===== config.mk =====
export PLATFORM = sky130hd
export DESIGN_NAME = irq_sense_cfg
export DESIGN_NICKNAME = d
export VERILOG_FILES = /design/src/rtl/irq_sense_cfg.sv
export SDC_FILE = /design/constraint.sdc
export NUM_CORES = 1
export LEC_CHECK = 0
export BUFFER_PORTS_ARGS = -buffer_cell sky130_fd_sc_hd__buf_2
export CORE_MARGIN = 2
export CORE_UTILIZATION = 50
export DETAILED_ROUTE_END_ITERATION = 12
export GPL_TIMING_DRIVEN = 0
export PLACE_DENSITY = 0.79
export SLEW_MARGIN = 40
export SYNTH_ARGS = -nofsm -noshare
export SYNTH_HDL_FRONTEND = slang
export SYNTH_SLANG_ARGS = --single-unit

===== constraint.sdc =====
create_clock -name clk -period 3.3 [get_ports clk]
set_input_delay 0.99 -clock clk [delete_from_list [all_inputs] [get_ports clk]]
set_output_delay 0.99 -clock clk [all_outputs]
set_load 0.005 [all_outputs]

===== src/rtl/irq_sense_cfg.sv =====
module irq_sense_cfg #(
  parameter int NLINES = 4,
  parameter int DW     = 32,
  parameter int ADDR_W = 3
) (
  input  logic              clk,
  input  logic              rst_n,
  input  logic [NLINES-1:0] irq_in,
  input  logic              wr_en,
  input  logic [ADDR_W-1:0] wr_addr,
  input  logic [DW-1:0]     wr_data,
  input  logic [ADDR_W-1:0] rd_addr,
  output logic [DW-1:0]     rd_data,
  output logic [NLINES-1:0] irq_out
);
  localparam int CW = 6;
  localparam logic [ADDR_W-1:0] A_SET = ADDR_W'(0);
  localparam logic [ADDR_W-1:0] A_CLR = ADDR_W'(1);
  localparam logic [ADDR_W-1:0] A_ST  = ADDR_W'(2);
  localparam int CFG_BASE = 4;
  localparam logic [CW-1:0] C_LOW = 6'h01, C_HIGH = 6'h02, C_FALL = 6'h04,
                            C_RISE = 6'h08, C_BOTH = 6'h0C;

  logic [NLINES-1:0] s1, s2, s3, en, sticky, status, hit;
  logic [CW-1:0]     cfg [NLINES];

  wire [NLINES-1:0] set_mask = (wr_en && wr_addr == A_SET) ? wr_data[NLINES-1:0] : '0;
  wire [NLINES-1:0] clr_mask = (wr_en && wr_addr == A_CLR) ? wr_data[NLINES-1:0] : '0;
  wire [NLINES-1:0] w1c_mask = (wr_en && wr_addr == A_ST)  ? wr_data[NLINES-1:0] : '0;

  always_ff @(posedge clk or negedge rst_n) begin
    if (!rst_n) begin
      s1 <= '0; s2 <= '0; s3 <= '0;
      en <= '0; sticky <= '0;
    end else begin
      s1 <= irq_in;
      s2 <= s1;
      s3 <= s2;
      en <= (en | set_mask) & ~clr_mask;
      sticky <= hit | (sticky & ~w1c_mask);
    end
  end

  for (genvar i = 0; i < NLINES; i++) begin : g_line
    wire rise = s2[i] & ~s3[i];
    wire fall = ~s2[i] & s3[i];
    wire is_edge = (cfg[i] == C_FALL) || (cfg[i] == C_RISE) || (cfg[i] == C_BOTH);

    always_ff @(posedge clk or negedge rst_n) begin
      if (!rst_n) cfg[i] <= '0;
      else if (wr_en && wr_addr == ADDR_W'(CFG_BASE + i)) cfg[i] <= wr_data[CW-1:0];
    end

    always_comb begin
      unique case (cfg[i])
        C_FALL:  hit[i] = fall;
        C_RISE:  hit[i] = rise;
        C_BOTH:  hit[i] = rise | fall;
        default: hit[i] = 1'b0;
      endcase
    end

    assign status[i] = (cfg[i] == C_LOW)  ? ~s2[i] :
                       (cfg[i] == C_HIGH) ?  s2[i] :
                       is_edge            ?  sticky[i] : 1'b0;

    p_quiet_r7: assert property (@(posedge clk) disable iff (!rst_n)
      (cfg[i] != C_LOW && cfg[i] != C_HIGH && !is_edge) |-> !irq_out[i]);
    p_rise_sets_r5: assert property (@(posedge clk) disable iff (!rst_n)
      (cfg[i] == C_RISE && rise && !(wr_en && wr_addr == ADDR_W'(CFG_BASE + i)))
        |=> status[i]);
  end

  assign irq_out = status & en;

  always_comb begin
    rd_data = '0;
    if (rd_addr == A_SET || rd_addr == A_CLR) rd_data[NLINES-1:0] = en;
    else if (rd_addr == A_ST) rd_data[NLINES-1:0] = status;
    else
      for (int i = 0; i < NLINES; i++)
        if (rd_addr == ADDR_W'(CFG_BASE + i)) rd_data[CW-1:0] = cfg[i];
  end

  p_enset_r9: assert property (@(posedge clk) disable iff (!rst_n)
    (wr_en && wr_addr == A_SET) |=> ((en & $past(wr_data[NLINES-1:0])) == $past(wr_data[NLINES-1:0])));
  p_enclr_r10: assert property (@(posedge clk) disable iff (!rst_n)
    (wr_en && wr_addr == A_CLR) |=> ((en & $past(wr_data[NLINES-1:0])) == '0));
  p_sticky_hold_r11: assert property (@(posedge clk) disable iff (!rst_n)
    1'b1 |=> ((($past(sticky) & ~$past(w1c_mask)) & ~sticky) == '0));
  p_cfg_upper_r8: assert property (@(posedge clk) disable iff (!rst_n)
    (rd_addr >= ADDR_W'(CFG_BASE)) |-> (rd_data[DW-1:CW] == '0));
endmodule


Word level (Yosys, flattened, before mapping)
Cells that the tools add are included.
{ "totals": {"ff_bits": 44, "input_bits": 45, "wordCells": 113} }
{ "classes": {"n_eq_ne": 32, "muxes": 27, "bitwise_logic": 27, "reduce_logical": 18} }
{ "ops": {"columns": ["operator", "n"], "rows": [
  ["6-bit by 4-bit == test with 1-bit output, second input constant", 8],
  ["3-bit == test, second input constant", 8],
  ["6-bit by 1-bit == test with 1-bit output, second input constant", 4],
  ["6-bit by 2-bit == test with 1-bit output, second input constant", 4],
  ["6-bit by 3-bit == test with 1-bit output, second input constant", 4],
  ["6-bit 2-to-1 mux", 4],
  ["4-bit 2-to-1 mux", 5],
  ["4-bit bitwise AND", 3],
  ["1-bit 2-to-1 mux", 12],
  ["1-bit one-hot mux with 3 select lines", 4],
  ["1-bit logical OR", 9],
  ["1-bit bitwise AND", 8],
  ["1-bit inverter", 8],
  ["4-bit inverter", 2],
  ["4-bit bitwise OR", 2],
  ["1-bit logical AND", 7],
  ["3-bit by 1-bit == test with 1-bit output, second input constant", 2],
  ["3-bit by 2-bit == test with 1-bit output, second input constant", 2],
  ["3-bit logical NOT", 2],
  ["2-bit 2-to-1 mux", 2],
  ["1-bit bitwise OR", 4]
]} }

Depth between registers and ports, before layout
Gate-level depths: netlist of the first run.
{ "logic_depth": {"depth_word": 8, "mapped_depth": 6} }

Least setup slack after synthesis of the first run
Ideal clock, no wire load.
{ "synth_timing": {"path_kind": "input to output", "start": "in rd_addr[0]", "end": "out rd_data[1]", "arrival_time_ns": 2.007, "required_time_ns": 2.310, "path_slack_ns": 0.303, "path_stages": 4, "n_path_buf": 1, "cell_sequence": "buf_6 > mux4_2 > a22o_1 > a31o_1"} }
{ "synth_between": {"elab_chain_len": 7, "elab_cells_between_ends": 14} }
{ "synth_lines": {"columns": ["item", "line_no", "rtl"], "rows": [
  ["start, declared", "12", "input logic [ADDR_W-1:0] rd_addr,"],
  ["3-bit == test", "82", "if (rd_addr == ADDR_W'(CFG_BASE + i)) rd_data[CW-1:0] = cfg[i];"],
  ["6-bit 2-to-1 mux (4 in series)", "82", null],
  ["4-bit 2-to-1 mux", "79", "else if (rd_addr == A_ST) rd_data[NLINES-1:0] = status;"],
  ["4-bit 2-to-1 mux *", "78", "if (rd_addr == A_SET || rd_addr == A_CLR) rd_data[NLINES-1:0] = en;"],
  ["end, declared", "13", "output logic [DW-1:0] rd_data,"]
]} }
Mark *: on every way between the ends. The rest lies on a longest branch, timed or not.

Final worst setup path of the first run
{ "layout_timing": {"start": "in rd_addr[1]", "end": "out rd_data[2]"} }
Same word-level chain as after synthesis.

==> impl_metrics.toml, run 1 <==
[status]
outcome = "completed"

[flow_run]
max-cap-violations = 0

[clocking]
htree_levels = 2
numCtsBuffers = 5
cts_tree = "done"
clk_pin_slew_ns = 0.07
clock_latency_ns = 0.30
clockRootBuffer = "clkbuf_8"
hold_buffers = 0
cts.sinks = 44
clock_path_buffers = 2
post-cts-setup-buffers = 0

[detailed_routing]
drtIter0Drc = 89
route.detailed.drc = 0
vias = 1772
drtAntennaViolNets = 0
routed_wl_microns = 4980
via_per_inst = 5.24
wl_per_cell_microns = 14.7
drtPass1Iterations = 4

[synth]
ys.flop_type = "dfrtp_1"
synth.largest_area_cell = "dfrtp_1"
ys_types = 43
synthArstFlopShare = 1.00
avgSynthCellArea_sq_um = 11.4
synth-edff-count = 0
yosys.area_share.adder = 0.0410
seq_area_frac_synth = 0.452
synth_compound_area_frac = 0.109
yosys-top-cells-area = "dfrtp_1 (45%), mux2_2 (11%), buf_4 (8.0%)"
synth_common_cells = "dfrtp_1 (44), buf_4 (26), mux2_2 (24)"
syn_area_sq_um = 2440
synth_xor_xnor_area_share = 0
yosys_warnings = 0
synth_top_family_by_area = "multiplexers"
muxShareOfSynthArea = 0.168
yosysTopAreaCellShare = 0.452
yosys.area_share.simple = 0.115
ys_ff_latch = 44
yosysMostFrequentCell = "dfrtp_1"
synthCells = 213

[hold_path]
hp-start = "s1[2]"
hold_path_class = "flip-flop to flip-flop"

[die]
die_x_microns = 73.8
design.core.area_sq_um = 4720
rows = 25
ios = 81
start_util = 0.516
die_h_microns = 73.8
die_area_sq_um = 5450

[timing]
tightest_slew_ns = 0.543
fmax_mhz = 312
worst_clock_skew_ns = 0.00453
finalMaxSlewViolations = 0
grt_setup_unrepaired = "false"
hold_viol = 0
post-route-period-util = 0.971
setup_viol = 0
maxSlewHeadroom = 0.638
finalCriticalPeriod_ns = 3.21

[worst_setup_path]
crit_top_cell = "buf_2"
crit_type = "input pin to output pin"
crit_start = "rd_addr[1]"
crit_arrival_ns = 2.22
crit_fanout = 10
worstSetupEndpointType = "output pin"
critical_path.startpoint_type = "input pin"
r2r_start = "s2[0]"
crit_slowest_cell = "nor3b_4"
path_cells = "buf_2 > buf_2 > nor3b_4 > inv_1 > o41ai_1 > buf_2"
required_ns = 2.31
crit_path_max_incr_delay_ns = 0.35

[grt]
grt_max_degree = 45
grt_use_total = 0.200
grt_pass1_vias = 1602
overflow = 0
grt_pass1_wl_microns = 7960
antenna_found_initial = 0

[power]
power_density_nw_per_um2 = 516
ir_drop_mv = 0.457
p_leak_nw = 1.39

[cells_and_area]
seq_area_sq_um = 1100
nets = 323
fill_cells = 400
area_delta_synth_final_pct = 17.0
layoutNonFillerInstCount = 338
post-route-util = 0.604
drive_gt1_frac = 0.351
multi_input_area_sq_um = 1170
diodes = 0

[placement]
gp_congestion = 0.858
port_buffers = 25
dpl.cell_count = 330
dp_hpwl_microns = 3720
-- through the flow --
stage / power, mW / hold slack, ns / setup slack (ns) / area (sq um) / TNS, ns
floorplan: 1.01 / 0.331 / 0.303 / 2530 / 0
global placement: 1.11 / 0.333 / -0.237 / 2740 / -0.239
detailed placement: 1.13 / 0.336 / -0.196 / 2740 / -0.196
CTS: 1.47 / 0.353 / 0.0406 / 2840 / 0
global route: 1.55 / 0.353 / 0.0100 / 2850 / 0
finish: 1.47 / 0.352 / 0.0949 / 2850 / 0
-- critical path, delay by kind of cell --
| family | cells | cell delay, ns |
|---|---|---|
| buffers and inverters | 4 | 0.58 |
| and+or+nand+nor | 1 | 0.35 |
| AOI/OAI and AO/OA | 1 | 0.29 |
-- sequential cells by signal, indices dropped and copies added, names as in the netlist --
name and count:
s1 4, s3 4, en 4, cfg 24, s2 4, sticky 4
-- path summary, 6_finish.rpt --
check                                   to  slack (ns)  depth (start not counted)
worst max-delay path            rd_data[2]        0.09                          6
worst min-delay path                 s2[2]        0.35                          0
worst max register to register   sticky[0]        1.94                          6
worst min register to register       s2[2]        0.35                          0
max in group asynchronous        sticky[0]        2.26                          1
min in group asynchronous           cfg[6]        0.67                          1
-- layer usage --
| metal | track usage | vias to the layer above | share of wire |
|---|---|---|---|
| met5 | 0 | - | 0 |
| met1 | 0.251 | 847 | 0.43 |
| met4 | 0.0727 | 0 | 0.013 |
| met3 | 0.0508 | 7 | 0.077 |
| li1 | - | 838 | - |
| met2 | 0.331 | 80 | 0.48 |
-- logic make-up after synthesis --
logic type,count (synthesis)
compound gates,36
fa+ha+maj,8
buf+inv,45
flops,44
mux,31
other cells,1
simple gates,48
-- cell usage in the layout (no fill, tap or decap), drive strengths merged, types with 2 or more instances in the layout --
cell    netlist  layout
and2          3       3
a31o          2       2
nor3b         3       3
nand4b        2       2
mux2i         2       2
conb          1      26
mux4          5       5
nand2b        4       4
nor4b         4       4
o41ai         2       2
a31oi         5       5
buf          30      55
a22o          3       3
a21o          2       2
o221ai        4       4
nand3         2       2
a32o          4       4
nand2        13      13
clkbuf        1       7
and3          2       2
a21oi         5       5
clkinv        0       2
o21ai         4       4
inv          14      14
o22ai         2       2
nor2          6       6
dfrtp        44      44
or2           2       2
ha            8       8
mux2         24      24
-- cell type report --
type,count,area share
Clock inverter,2,0.00351
Tap cell,67,0.0294
Buffer,31,0.0785
Sequential cell,44,0.386
Multi-Input combinational cell,149,0.411
Clock buffer,6,0.0289
Inverter,14,0.0184
Timing Repair Buffer,25,0.0447
-- power by group --
| group | internal (mW) | switching [mW] | leakage, nW |
|---|---|---|---|
| Combinational | 0.213 | 0.146 | 0.815 |
| Sequential | 0.646 | 0.120 | 0.521 |
| Clock | 0.167 | 0.179 | 0.0510 |
| Total | 1.03 | 0.445 | 1.39 |
-- repair_timing --
item | 4_1_cts | 5_1_grt
gates resized for setup | 1 | 1
setup endpoints to repair | 1 | 1
hold endpoints to repair | 0 | 0
Power figures use the tool's default switching activity.
==> run 2: changes to the inputs <==
--- a/config.mk
+++ b/config.mk
@@ -7,10 +7,9 @@
 export LEC_CHECK = 0
 export BUFFER_PORTS_ARGS = -buffer_cell sky130_fd_sc_hd__buf_2
 export CORE_MARGIN = 2
-export CORE_UTILIZATION = 50
+export CORE_UTILIZATION = 32
 export DETAILED_ROUTE_END_ITERATION = 12
 export GPL_TIMING_DRIVEN = 0
-export PLACE_DENSITY = 0.79
 export SLEW_MARGIN = 40
 export SYNTH_ARGS = -nofsm -noshare
 export SYNTH_HDL_FRONTEND = slang
==> constraint.sdc (replaced) <==
create_clock -name clk -period 3.3 [get_ports clk]
set_input_delay 0.495 -clock clk [delete_from_list [all_inputs] [get_ports clk]]
set_output_delay 0.495 -clock clk [all_outputs]
set_load 0.005 [all_outputs]
==> impl_metrics.toml, run 2 (synthesis results as in run 1) <==
[worst_setup_path]
required_ns = 2.80
crit_path_max_incr_delay_ns = 0.60
path_cells = "buf_2 > buf_2 > nor3b_1 > inv_1 > o41ai_1 > buf_2"
crit_top_cell = "buf_2"
crit_fanout = 10
worstSetupEndpointType = "output pin"
rrSetupSlack_ns = 1.95
critical_path.startpoint_type = "input pin"
crit_type = "input pin to output pin"
worstRegToRegCells = 6
path_buf_inv = 4
r2r_start = "s2[0]"
r2r_end = "sticky[0]"
cp_top_family = "buffers and inverters"
crit_arrival_ns = 2.03
crit_slowest_cell = "nor3b_1"

[clocking]
post-cts-setup-buffers = 0
htree_levels = 2
numCtsBuffers = 5
cts_tree = "done"
clk_pin_slew_ns = 0.08
cts.sinks = 44
clockRootBuffer = "clkbuf_8"
hold_buffers = 0
clock_path_buffers = 2
clock_latency_ns = 0.29
cts_resized = 0

[grt]
grt_pass1_wl_microns = 8160
grt_pass1_vias = 1589
overflow = 0
grt_max_degree = 45
antenna_found_initial = 0
grt_use_total = 0.125

[die]
design.core.area_sq_um = 7330
rows = 31
die_h_microns = 91.3
start_util = 0.333
die_x_microns = 91.3
ios = 81
die_area_sq_um = 8330

[detailed_routing]
routed_wl_microns = 4970
via_per_inst = 4.61
drtPass1Iterations = 4
vias = 1700
drtAntennaViolNets = 0
drtIter0Drc = 77
wl_per_cell_microns = 13.5
route.detailed.drc = 0

[flow_run]
max-cap-violations = 0

[timing]
worst_clock_skew_ns = 0.00486
maxSlewHeadroom = 0.544
finalMaxSlewViolations = 0
post-route-period-util = 0.767
hold_slack_ns = 0.188
finalCriticalPeriod_ns = 2.53
tns_ns = 0
setup_viol = 0
fmax_mhz = 395
grt_setup_unrepaired = "false"
tightest_slew_ns = 0.683
hold_viol = 0

[status]
outcome = "completed"

[cells_and_area]
final_cell_mix = "dfrtp_1 (44), buf_4 (27), buf_2 (26), conb_1 (26), mux2_2 (24)"
area_delta_synth_final_pct = 18.3
mostFrequentLayoutCell = "dfrtp_1"
post-route-util = 0.394
layoutNonFillerInstCount = 369
max_flop_register = "cfg"
drive_gt1_frac = 0.344
final_area_sq_um = 2890
largest_reg_flops = 24
nets = 323
diodes = 0

[hold_path]
hold_path_class = "input pin to async pin"

[placement]
dpl.cell_count = 362
dp_hpwl_microns = 3790
port_buffers = 25
post_dp_cell_area_sq_um = 2780
gp_congestion = 0.832

[power]
power_density_nw_per_um2 = 512
p_leak_nw = 1.38
ir_drop_mv = 0.304
run 2: worst max path at each step:
stage	depth (start not counted)	startpoint	end
2_1_floorplan	4	rd_addr[0]	rd_data[1]
3_3_place_gp	6	rd_addr[1]	rd_data[2]
3_5_place_dp	6	rd_addr[1]	rd_data[2]
4_1_cts	6	rd_addr[1]	rd_data[2]
5_1_grt	6	rd_addr[1]	rd_data[2]
6_report	6	rd_addr[1]	rd_data[2]
run 2: per-layer routing:
metal | routed length (microns) | GRT usage
met5 | 0 | 0
met4 | 62 | 0.0341
met3 | 279 | 0.0274
met2 | 2220 | 0.194
met1 | 2410 | 0.175
run 2: power breakdown:
part           internal, mW  switching [mW]
clock                 0.187           0.175
sequential            0.646           0.117
combinational         0.213           0.142
run 2: final cells by class:
type | count | area [sq um]
Multi-Input combinational cell | 149 | 1160
Timing Repair Buffer | 25 | 128
Inverter | 14 | 52.6
Buffer | 31 | 224
Fill cell | 740 | 4450
Tap cell | 99 | 124
Sequential cell | 44 | 1100
Clock buffer | 7 | 96.3
run 2: per-stage QoR:
step	setup WS [ns]	power [mW]
global placement	0.794	1.12
global route	0.644	1.57
CTS	0.800	1.49
detailed placement	0.804	1.13
floorplan	1.29	1.01
finish	0.770	1.48
==> run 3: changes to the inputs <==
==> constraint.sdc (replaced) <==
create_clock -name clk -period 2.1 [get_ports clk]
set_input_delay 0.315 -clock clk [delete_from_list [all_inputs] [get_ports clk]]
set_output_delay 0.315 -clock clk [all_outputs]
set_load 0.005 [all_outputs]
==> impl_metrics.toml, run 3 (synthesis results as in run 1) <==
[status]
outcome = "completed"

[cells_and_area]
layoutNonFillerInstCount = 375
fill_cells = 735
diodes = 0
drive_gt1_frac = 0.402
post-route-util = 0.406
largest_reg_flops = 24
final_area_sq_um = 2980
mostFrequentLayoutCell = "dfrtp_1"
nets = 329
max_flop_register = "cfg"
final_cell_mix = "dfrtp_1 (38), buf_4 (33), buf_2 (26), conb_1 (26), mux2_2 (24)"
area_delta_synth_final_pct = 22.1

[clocking]
cts_tree = "done"
clockRootBuffer = "clkbuf_8"
hold_buffers = 0
numCtsBuffers = 5
clock_path_buffers = 2
cts.sinks = 44
htree_levels = 2
clock_latency_ns = 0.29
clk_pin_slew_ns = 0.08

[power]
power_frac_seq = 0.504
p_leak_nw = 1.42
ir_drop_mv = 0.483
power_frac_comb = 0.260
power_frac_clock = 0.237
power_switching_mw = 0.702
intPower_mw = 1.68
p_sw_frac = 0.294
power_density_nw_per_um2 = 801

[timing]
tightest_slew_ns = 0.553
worst_clock_skew_ns = 0.00371
finalMaxSlewViolations = 0
setup_viol = 0
finalCriticalPeriod_ns = 2.06
grt_setup_unrepaired = "true"
maxSlewHeadroom = 0.631
tns_ns = 0
post-route-period-util = 0.980
hold_viol = 0
fmax_mhz = 486

[die]
start_util = 0.333
rows = 31
die_h_microns = 91.3
ios = 81
die_area_sq_um = 8330
die_x_microns = 91.3
design.core.area_sq_um = 7330

[placement]
dp_hpwl_microns = 3790
gp_congestion = 0.832
post_dp_cell_area_sq_um = 2780
dpl.cell_count = 362
port_buffers = 25

[hold_path]
hold_path_class = "input pin to async pin"

[worst_setup_path]
endpoint = "rd_data[1]"
rrSetupSlack_ns = 0.75
crit_fanout = 4
crit_type = "flip-flop to output pin"
r2r_start = "s2[0]"
r2r_end = "sticky[0]"
crit_start = "cfg[7]"
required_ns = 1.78
critical_path.startpoint_type = "flip-flop"
worstSetupEndpointType = "output pin"
crit_arrival_ns = 1.74
worstRegToRegCells = 6

[detailed_routing]
drtPass1Iterations = 4
wl_per_cell_microns = 13.4
routed_wl_microns = 5020
drtAntennaViolNets = 0
vias = 1724
drtIter0Drc = 127
via_per_inst = 4.60
route.detailed.drc = 0

[grt]
overflow = 0
grt_max_degree = 45
grt_pass1_vias = 1585
grt_pass1_wl_microns = 8200
grt_use_total = 0.125
antenna_found_initial = 0

[flow_run]
max-cap-violations = 0
[run 3: worst max-delay path, cell delays in order, from the launching register on]
cell and delay, ns:
dfrtp_2 0.44, mux4_2 0.47, a22o_1 0.25, a31o_1 0.18, buf_2 0.13
[run 3: worst min-delay path by stage]
stage | slack, ns | from | end
6_report | 0.003 | rst_n | s2[2]
5_1_grt | 0.04 | rst_n | s3[2]
4_1_cts | 0.03 | rst_n | cfg[8]
3_5_place_dp | 0.34 | s1[0] | s2[0]
3_3_place_gp | 0.33 | s1[0] | s2[0]
2_1_floorplan | 0.02 | rst_n | cfg[0]
[run 3: power groups by stage]
| stage | sequential, mW | clock (mW) | combinational [mW] |
|---|---|---|---|
| detailed placement | 1.22 | 0 | 0.559 |
| global route | 1.23 | 0.621 | 0.690 |
| floorplan | 1.15 | 0 | 0.433 |
| global placement | 1.21 | 0 | 0.547 |
| finish | 1.20 | 0.564 | 0.620 |
| CTS | 1.20 | 0.584 | 0.568 |
[run 3: per-layer routing]
metal  routed length [microns]  GRT usage
met5                         0          0
met4                        62     0.0341
met3                       316     0.0274
met2                      2210      0.195
met1                      2430      0.176
[run 3: final cells by class]
| type | instances | area (sq um) | area share |
|---|---|---|---|
| Tap cell | 99 | 124 | 0.0416 |
| Inverter | 14 | 52.6 | 0.0176 |
| Timing Repair Buffer | 31 | 173 | 0.0580 |
| Multi-Input combinational cell | 149 | 1200 | 0.403 |
| Sequential cell | 44 | 1110 | 0.372 |
| Buffer | 31 | 224 | 0.0752 |
| Clock buffer | 7 | 96.3 | 0.0324 |
[run 3: what timing repair did]
item	in CTS	in global routing
endpoints found under the setup margin	2	5
pin swaps	2	2
buffers inserted	0	6
gates resized for setup	4	9
[run 3: per-stage QoR]
stage	total power [mW]	worst slack (ns)	hold WS, ns
global route	2.54	-0.0121	0.0416
global placement	1.76	-0.0457	0.332
CTS	2.35	0.0124	0.0304
floorplan	1.58	0.453	0.0194
finish	2.39	0.0415	0.00294
detailed placement	1.78	-0.0364	0.337
